===== src/rtl/rfsh_pkg.sv =====
package rfsh_pkg;

  // strobes from the control unit to the row datapath
  typedef struct packed {
    logic tick;       // base tick epoch
    logic issueRef;   // refresh of the picked row starts now
    logic hostWrGnt;  // host write granted this cycle
  } ctrlStrobe_t;

endpackage


===== src/rtl/rfsh_ctrl.sv =====
module rfsh_ctrl
  import rfsh_pkg::*;
#(
  parameter int TICK_CYCLES = 256,
  parameter int REF_CYCLES  = 4
) (
  input  logic        clk,
  input  logic        rstN,
  input  logic        hostReq,
  input  logic        hostWrite,
  input  logic        anyDue,
  output logic        hostGnt,
  output ctrlStrobe_t strobe
);

  localparam int TICK_W = (TICK_CYCLES > 1) ? $clog2(TICK_CYCLES) : 1;
  localparam int BUSY_W = $clog2(REF_CYCLES + 1);
  localparam logic [TICK_W-1:0] TICK_LAST = TICK_W'(TICK_CYCLES - 1);
  localparam logic [BUSY_W-1:0] BUSY_LOAD = BUSY_W'(REF_CYCLES - 1);

  logic [TICK_W-1:0] tickCnt;
  logic [BUSY_W-1:0] busyCnt;
  logic              lastHost;
  logic              arrayFree;
  logic              issueRef;

  // arbitration: a due row goes ahead of the host after one host access
  always_comb begin
    arrayFree = (busyCnt == '0);
    issueRef  = arrayFree && anyDue && (lastHost || !hostReq);
    hostGnt   = hostReq && arrayFree && !issueRef;
    strobe.tick      = (tickCnt == TICK_LAST);
    strobe.issueRef  = issueRef;
    strobe.hostWrGnt = hostGnt && hostWrite;
  end

  always_ff @(posedge clk) begin
    if (!rstN) begin
      tickCnt  <= '0;
      busyCnt  <= '0;
      lastHost <= 1'b0;
    end else begin
      tickCnt <= (tickCnt == TICK_LAST) ? '0 : tickCnt + 1'b1;
      if (issueRef) begin
        busyCnt  <= BUSY_LOAD;
        lastHost <= 1'b0;
      end else begin
        if (busyCnt != '0) busyCnt <= busyCnt - 1'b1;
        if (hostGnt) lastHost <= 1'b1;
      end
    end
  end

endmodule


===== src/rtl/rfsh_rows.sv =====
module rfsh_rows
  import rfsh_pkg::*;
#(
  parameter int ROWS    = 16,
  parameter int PER_W   = 2,
  parameter int COUNT_W = 16,
  localparam int ROW_W  = $clog2(ROWS)
) (
  input  logic               clk,
  input  logic               rstN,
  input  ctrlStrobe_t        strobe,
  input  logic               selEn,
  input  logic               varEn,
  input  logic [ROW_W-1:0]   hostRow,
  input  logic               cfgPerWe,
  input  logic               cfgClrValid,
  input  logic [ROW_W-1:0]   cfgRow,
  input  logic [PER_W-1:0]   cfgPeriod,
  output logic               anyDue,
  output logic [ROW_W-1:0]   pickRow,
  output logic [ROWS-1:0]    validVec,
  output logic [COUNT_W-1:0] refCount
);

  // countdown wide enough for the longest interval minus one
  localparam int RCNT_W = (1 << PER_W) - 1;

  logic [ROWS-1:0] dueVec;
  logic [ROWS-1:0] eligVec;

  for (genvar r = 0; r < ROWS; r++) begin : g_row
    logic              validQ;
    logic              dueQ;
    logic [PER_W-1:0]  perQ;
    logic [RCNT_W-1:0] cntQ;
    logic [RCNT_W-1:0] reloadVal;
    logic              isPicked;
    logic              isDead;

    always_comb begin
      reloadVal = varEn ? RCNT_W'((32'd1 << perQ) - 32'd1) : '0;
      isPicked  = strobe.issueRef && (pickRow == ROW_W'(r));
      isDead    = selEn && !validQ;
    end

    always_ff @(posedge clk) begin
      if (!rstN) begin
        validQ <= 1'b0;
        dueQ   <= 1'b0;
        perQ   <= '0;
        cntQ   <= '0;
      end else begin
        if (cfgClrValid && cfgRow == ROW_W'(r)) validQ <= 1'b0;
        if (strobe.hostWrGnt && hostRow == ROW_W'(r)) validQ <= 1'b1;
        if (cfgPerWe && cfgRow == ROW_W'(r)) perQ <= cfgPeriod;

        if (isPicked) begin
          dueQ <= 1'b0;
          cntQ <= reloadVal;
        end else if (dueQ && isDead) begin
          dueQ <= 1'b0;
          cntQ <= reloadVal;
        end else if (strobe.tick && !dueQ) begin
          if (cntQ == '0) begin
            if (isDead) cntQ <= reloadVal;
            else        dueQ <= 1'b1;
          end else begin
            cntQ <= cntQ - 1'b1;
          end
        end
      end
    end

    assign validVec[r] = validQ;
    assign dueVec[r]   = dueQ;
  end

  // lowest due row wins
  always_comb begin
    eligVec = dueVec & (validVec | {ROWS{~selEn}});
    anyDue  = |eligVec;
    pickRow = '0;
    for (int i = ROWS - 1; i >= 0; i--) begin
      if (eligVec[i]) pickRow = ROW_W'(i);
    end
  end

  always_ff @(posedge clk) begin
    if (!rstN) refCount <= '0;
    else if (strobe.issueRef) refCount <= refCount + 1'b1;
  end

endmodule


===== src/rtl/rfsh_scheduler.sv =====
module rfsh_scheduler
  import rfsh_pkg::*;
#(
  parameter int ROWS        = 16,
  parameter int PER_W       = 2,
  parameter int TICK_CYCLES = 256,
  parameter int REF_CYCLES  = 4,
  parameter int COUNT_W     = 16,
  localparam int ROW_W      = $clog2(ROWS)
) (
  input  logic               clk,
  input  logic               rstN,
  input  logic               selEn,
  input  logic               varEn,
  input  logic               hostReq,
  input  logic               hostWrite,
  input  logic [ROW_W-1:0]   hostRow,
  output logic               hostGnt,
  input  logic               cfgPerWe,
  input  logic               cfgClrValid,
  input  logic [ROW_W-1:0]   cfgRow,
  input  logic [PER_W-1:0]   cfgPeriod,
  output logic               refCmd,
  output logic [ROW_W-1:0]   refRow,
  output logic [COUNT_W-1:0] refCount
);

  ctrlStrobe_t     strobe;
  logic            anyDue;
  logic [ROWS-1:0] validVec;

  rfsh_ctrl #(
    .TICK_CYCLES(TICK_CYCLES),
    .REF_CYCLES (REF_CYCLES)
  ) i_ctrl (
    .clk      (clk),
    .rstN     (rstN),
    .hostReq  (hostReq),
    .hostWrite(hostWrite),
    .anyDue   (anyDue),
    .hostGnt  (hostGnt),
    .strobe   (strobe)
  );

  rfsh_rows #(
    .ROWS   (ROWS),
    .PER_W  (PER_W),
    .COUNT_W(COUNT_W)
  ) i_rows (
    .clk        (clk),
    .rstN       (rstN),
    .strobe     (strobe),
    .selEn      (selEn),
    .varEn      (varEn),
    .hostRow    (hostRow),
    .cfgPerWe   (cfgPerWe),
    .cfgClrValid(cfgClrValid),
    .cfgRow     (cfgRow),
    .cfgPeriod  (cfgPeriod),
    .anyDue     (anyDue),
    .pickRow    (refRow),
    .validVec   (validVec),
    .refCount   (refCount)
  );

  assign refCmd = strobe.issueRef;

endmodule


===== config.mk =====
export PLATFORM = sky130hd
export DESIGN_NAME = rfsh_scheduler
export DESIGN_NICKNAME = d
export VERILOG_FILES = /design/src/rtl/rfsh_pkg.sv /design/src/rtl/rfsh_ctrl.sv /design/src/rtl/rfsh_rows.sv /design/src/rtl/rfsh_scheduler.sv
export SDC_FILE = /design/constraint.sdc
export NUM_CORES = 1
export LEC_CHECK = 0
export CAP_MARGIN = 20
export CELL_PAD_IN_SITES_DETAIL_PLACEMENT = 1
export CELL_PAD_IN_SITES_GLOBAL_PLACEMENT = 1
export CORE_MARGIN = 2
export CORE_UTILIZATION = 45
export DETAILED_ROUTE_END_ITERATION = 8
export GPL_TIMING_DRIVEN = 0
export PLACE_DENSITY = 0.82
export RECOVER_POWER = 100
export SETUP_SLACK_MARGIN = 0.4
export SKIP_LAST_GASP = 1
export SLEW_MARGIN = 20
export SYNTH_ARGS = -nofsm -noshare
export SYNTH_HDL_FRONTEND = slang
export SYNTH_SLANG_ARGS = --single-unit

===== constraint.sdc =====
create_clock -name clk -period 4.4 [get_ports clk]
set_input_delay 0.88 -clock clk [delete_from_list [all_inputs] [get_ports clk]]
set_output_delay 0.88 -clock clk [all_outputs]
set_load 0.02 [all_outputs]

==> summary.txt <==
Die
  • Core area: roughly 17000 um2
  • Initial core utilization: 0.463
  • # rows: 48
  • Die Ht: 138 um
  • Die width: 138 um
  • Number of I/O pins: 40
  • Die Area: 19000 um2

Global routing
  • Largest net degree at the start of global routing: 17
  • First-pass GRT wire length: 45300 um
  • Vias in the first global route: 8216
  • Grt ovf: 0
  • Initial antenna violation count: 0
  • All-layer global routing usage: 0.316

Timing
  • Max_slew headroom: 0.146
  • Slew @ Worst Pin: 1280 ps
  • # setup viols final: 0
  • Maximum clock frequency: 244 MHz
  • Max Transition Viols Final: 0
  • RSZ-0062 raised after global routing: false
  • Layout Skew: between 9 and 10 ps
  • Minimum clock period: 4110 ps
  • Final hold violation count: 0
  • Final Cycle Share: 0.933
  • Final hold slack: 469 ps

Detailed routing
  • Initial DRC Count: 716
  • Final routed DRC violation total: 0
  • Vias per std cell: 6.22
  • Post-Route WL: around 29000 um
  • Via Count: 8378
  • WL/cell: 21.7 um
  • DRT Pass-1 Iters: 5
  • Post-DRT Antenna Nets: 0

Clock network
  • Max Buffers Root-to-Sink: 2
  • Root Buffer: clkbuf_16
  • Clk sink count: 140
  • Total CTS buffers: 17
  • CTS tree: built
  • Clk pin slew, worst setup/hold paths: approximately 60 ps
  • H-tree depth: 4
  • Worst-Skew Late Latency: approximately 440 ps

Layout
  • Layout Nets: around 1200
  • Final Instance Area: 9330 um2
  • Layout cell share with drive strength beyond 1: 0.0561
  • Layout Area Growth over Synthesis: 15.6%
  • Ant. Diodes: 0
  • Final std cells w/o fill: 1347

Place
  • Dpl cells: ~1300
  • Port-buffer cells: 35
  • Final GP Congestion: about 1.0
  • HPWL after DPL: 20700 um
  • DP Area: 8700 um2

Logic synthesis
  • Mux cell area share after synthesis: 0.0253
  • Post-synthesis simple-gate area fraction: 0.259
  • Netlist Area Pre-Place: between 8000 and 9000 um2
  • Synth Area in XOR/XNOR: 0.0174
  • Synth cell types: 73
  • Syn. warnings: 0
  • EDFF count, synth: 0
  • FFs w/ async S/R, synth: 0
  • Synth Flop Type: dfxtp_1
  • Synth Area per Inst: 7.71 um2
  • Synthesized Nets: 1100
  • Post-Synth Adder-Cell Area: 0.0558
  • Sequential area share after synthesis: 0.347
  • Synth Area in Compound Gates: 0.249
  • Gate Count Post-Synth: 1046
  • Largest family of logic cells by synthesized area: simple AND/OR/NAND/NOR gates
  • #FFs+latches synth: 140

Status
  • Status: finished, final reports clean

Worst setup path
  • Reg-to-Reg Start: i_ctrl.tickCnt[0]
  • Critical path origin: selEn
  • Reg-to-reg slack, setup: around 860 ps
  • CP endpoint kind: output port
  • Critical Path Fanout Max: 10
  • Worst endpoint required time: 3520 ps
  • CP Class: input port to output port
  • Arr. time, crit path: 3230 ps
  • Worst setup path end: hostGnt
  • Setup crit start kind: input port
  • RR Endpoint: i_rows.g_row[9].dueQ
  • Worst Reg-to-Reg Cells: 9

Run
  • Maxcap violations: 0

Min path
  • Worst Hold Class: register to register

Pwr
  • PD cells: approximately 330 nW/um2
  • Worst vdd ir: about 0.27 mV
  • Leakage power: 3.38 nW
[where the power goes]
group / leakage [nW] / internal [mW] / switching [mW]
Clock: 0.270 / 0.811 / 0.611
Combinational: 1.98 / 0.0962 / 0.226
Sequential: 1.13 / 1.29 / 0.0197
Total: 3.38 / 2.20 / 0.856
[through the flow]
stage / power, mW / util / worst slack, ps / setup TNS (ps)
5_1_grt: 3.15 / 0.536 / 235 / 0
2_1_floorplan: 1.52 / - / 1000 / 0
3_3_place_gp: 1.64 / 0.500 / -810 / -3260
6_report: 3.06 / 0.536 / 295 / 0
4_1_cts: 3.05 / 0.538 / 471 / 0
3_5_place_dp: 1.65 / 0.500 / -799 / -3280
[placed cells by master (no fill, tap or decap), drive strengths merged, types with 7 or more instances in the layout]
master | synthesis | layout
nand2 | 119 | 119
nor3b | 12 | 12
and3 | 13 | 13
dfxtp | 140 | 140
clkdlybuf4s50 | 0 | 11
nand3b | 9 | 9
or3 | 13 | 13
clkinv | 1 | 7
o22ai | 14 | 14
nor3 | 29 | 29
clkbuf | 40 | 66
nor2b | 23 | 23
nand3 | 47 | 47
o21a | 11 | 11
a211oi | 9 | 9
inv | 53 | 54
or2b | 9 | 9
mux2i | 14 | 14
a31oi | 17 | 17
nand2b | 23 | 23
a32o | 9 | 9
dlygate4sd3 | 0 | 20
o21ai | 102 | 102
buf | 3 | 7
nor4 | 12 | 12
nor2 | 85 | 85
a22oi | 10 | 10
ha | 36 | 36
a21oi | 82 | 82
nand4 | 12 | 12
xor2 | 10 | 10
[what timing repair did]
| item | CTS | global route |
|---|---|---|
| buffers inserted | 6 | 3 |
| gates resized for setup | 20 | 4 |
| pin swaps | 5 | 3 |
| hold buffers | 0 | 0 |
| setup endpoints to repair | 13 | 4 |
[synth_stat cells, types with 11 or more instances]
library cell,instances,area [um2]
nor2_1,85,319
o22ai_1,13,81.3
nand2b_1,21,131
nor3b_1,11,82.6
ha_1,36,450
nor4_1,12,75.1
mux2i_1,14,140
clkbuf_1,40,150
a21oi_1,82,410
nand2_1,119,447
nor2b_1,23,144
or3_1,13,81.3
nor3_1,27,135
and3_1,13,81.3
a31oi_1,17,106
inv_1,53,199
o21ai_0,95,475
nand4_1,11,68.8
dfxtp_1,140,2800
nand3_1,47,235
[logic make-up (layout without fill, tap and decap cells)]
group,after synthesis,in the layout
and+or+nand+nor,419,419
xor gates and xnor gates,16,16
AOI/OAI and AO/OA,319,319
adders and majority gates,36,36
DFF,140,140
buffers and inverters,97,173
muxes,19,19
[layer usage]
layer	wire, um	vias to the layer above	GRT usage	share of wire
li1	-	3910	-	-
met1	13000	4138	0.419	0.45
met2	13600	270	0.511	0.47
met3	1750	60	0.0599	0.060
met4	813	0	0.120	0.028
met5	0	-	0	0
[critical path, cell delays in order]
cell and delay, ps:
clkbuf_4 210, buf_6 180, or2b_1 300, a22oi_1 290, nand4_1 310, o31a_1 470
nor3_4 270, clkdlybuf4s15_2 310
[registers in the layout, summed over array words and instances, names as in the netlist]
| signal | cells |
|---|---|
| i_rows.g_row.validQ | 16 |
| i_ctrl.tickCnt | 8 |
| i_rows.refCount | 16 |
| i_rows.g_row.perQ | 32 |
| i_ctrl.busyCnt | 3 |
| i_ctrl.lastHost | 1 |
| i_rows.g_row.cntQ | 48 |
| i_rows.g_row.dueQ | 16 |
[worst min-delay path by stage]
stage | start | to | slack, ps | cells past startpoint
finish | i_ctrl.tickCnt[0] | i_ctrl.tickCnt[0] | 470 | 1
global route | i_rows.g_row[3].cntQ[0] | i_rows.g_row[3].cntQ[0] | 510 | 2
CTS | i_ctrl.tickCnt[0] | i_ctrl.tickCnt[0] | 480 | 1
detailed placement | i_ctrl.tickCnt[0] | i_ctrl.tickCnt[0] | 460 | 1
global placement | i_ctrl.tickCnt[0] | i_ctrl.tickCnt[0] | 440 | 1
floorplan | i_ctrl.tickCnt[0] | i_ctrl.tickCnt[0] | 430 | 1
[layout make-up]
class,count,area [um2]
multi-input combinational,809,4900
clock buffer,20,457
tap,225,282
fill,2199,8090
clock inverter,12,116
buffer,43,174
timing repair buffer,44,399
inverter,54,203
sequential,140,2800
(Power assumes the default switching activity.)
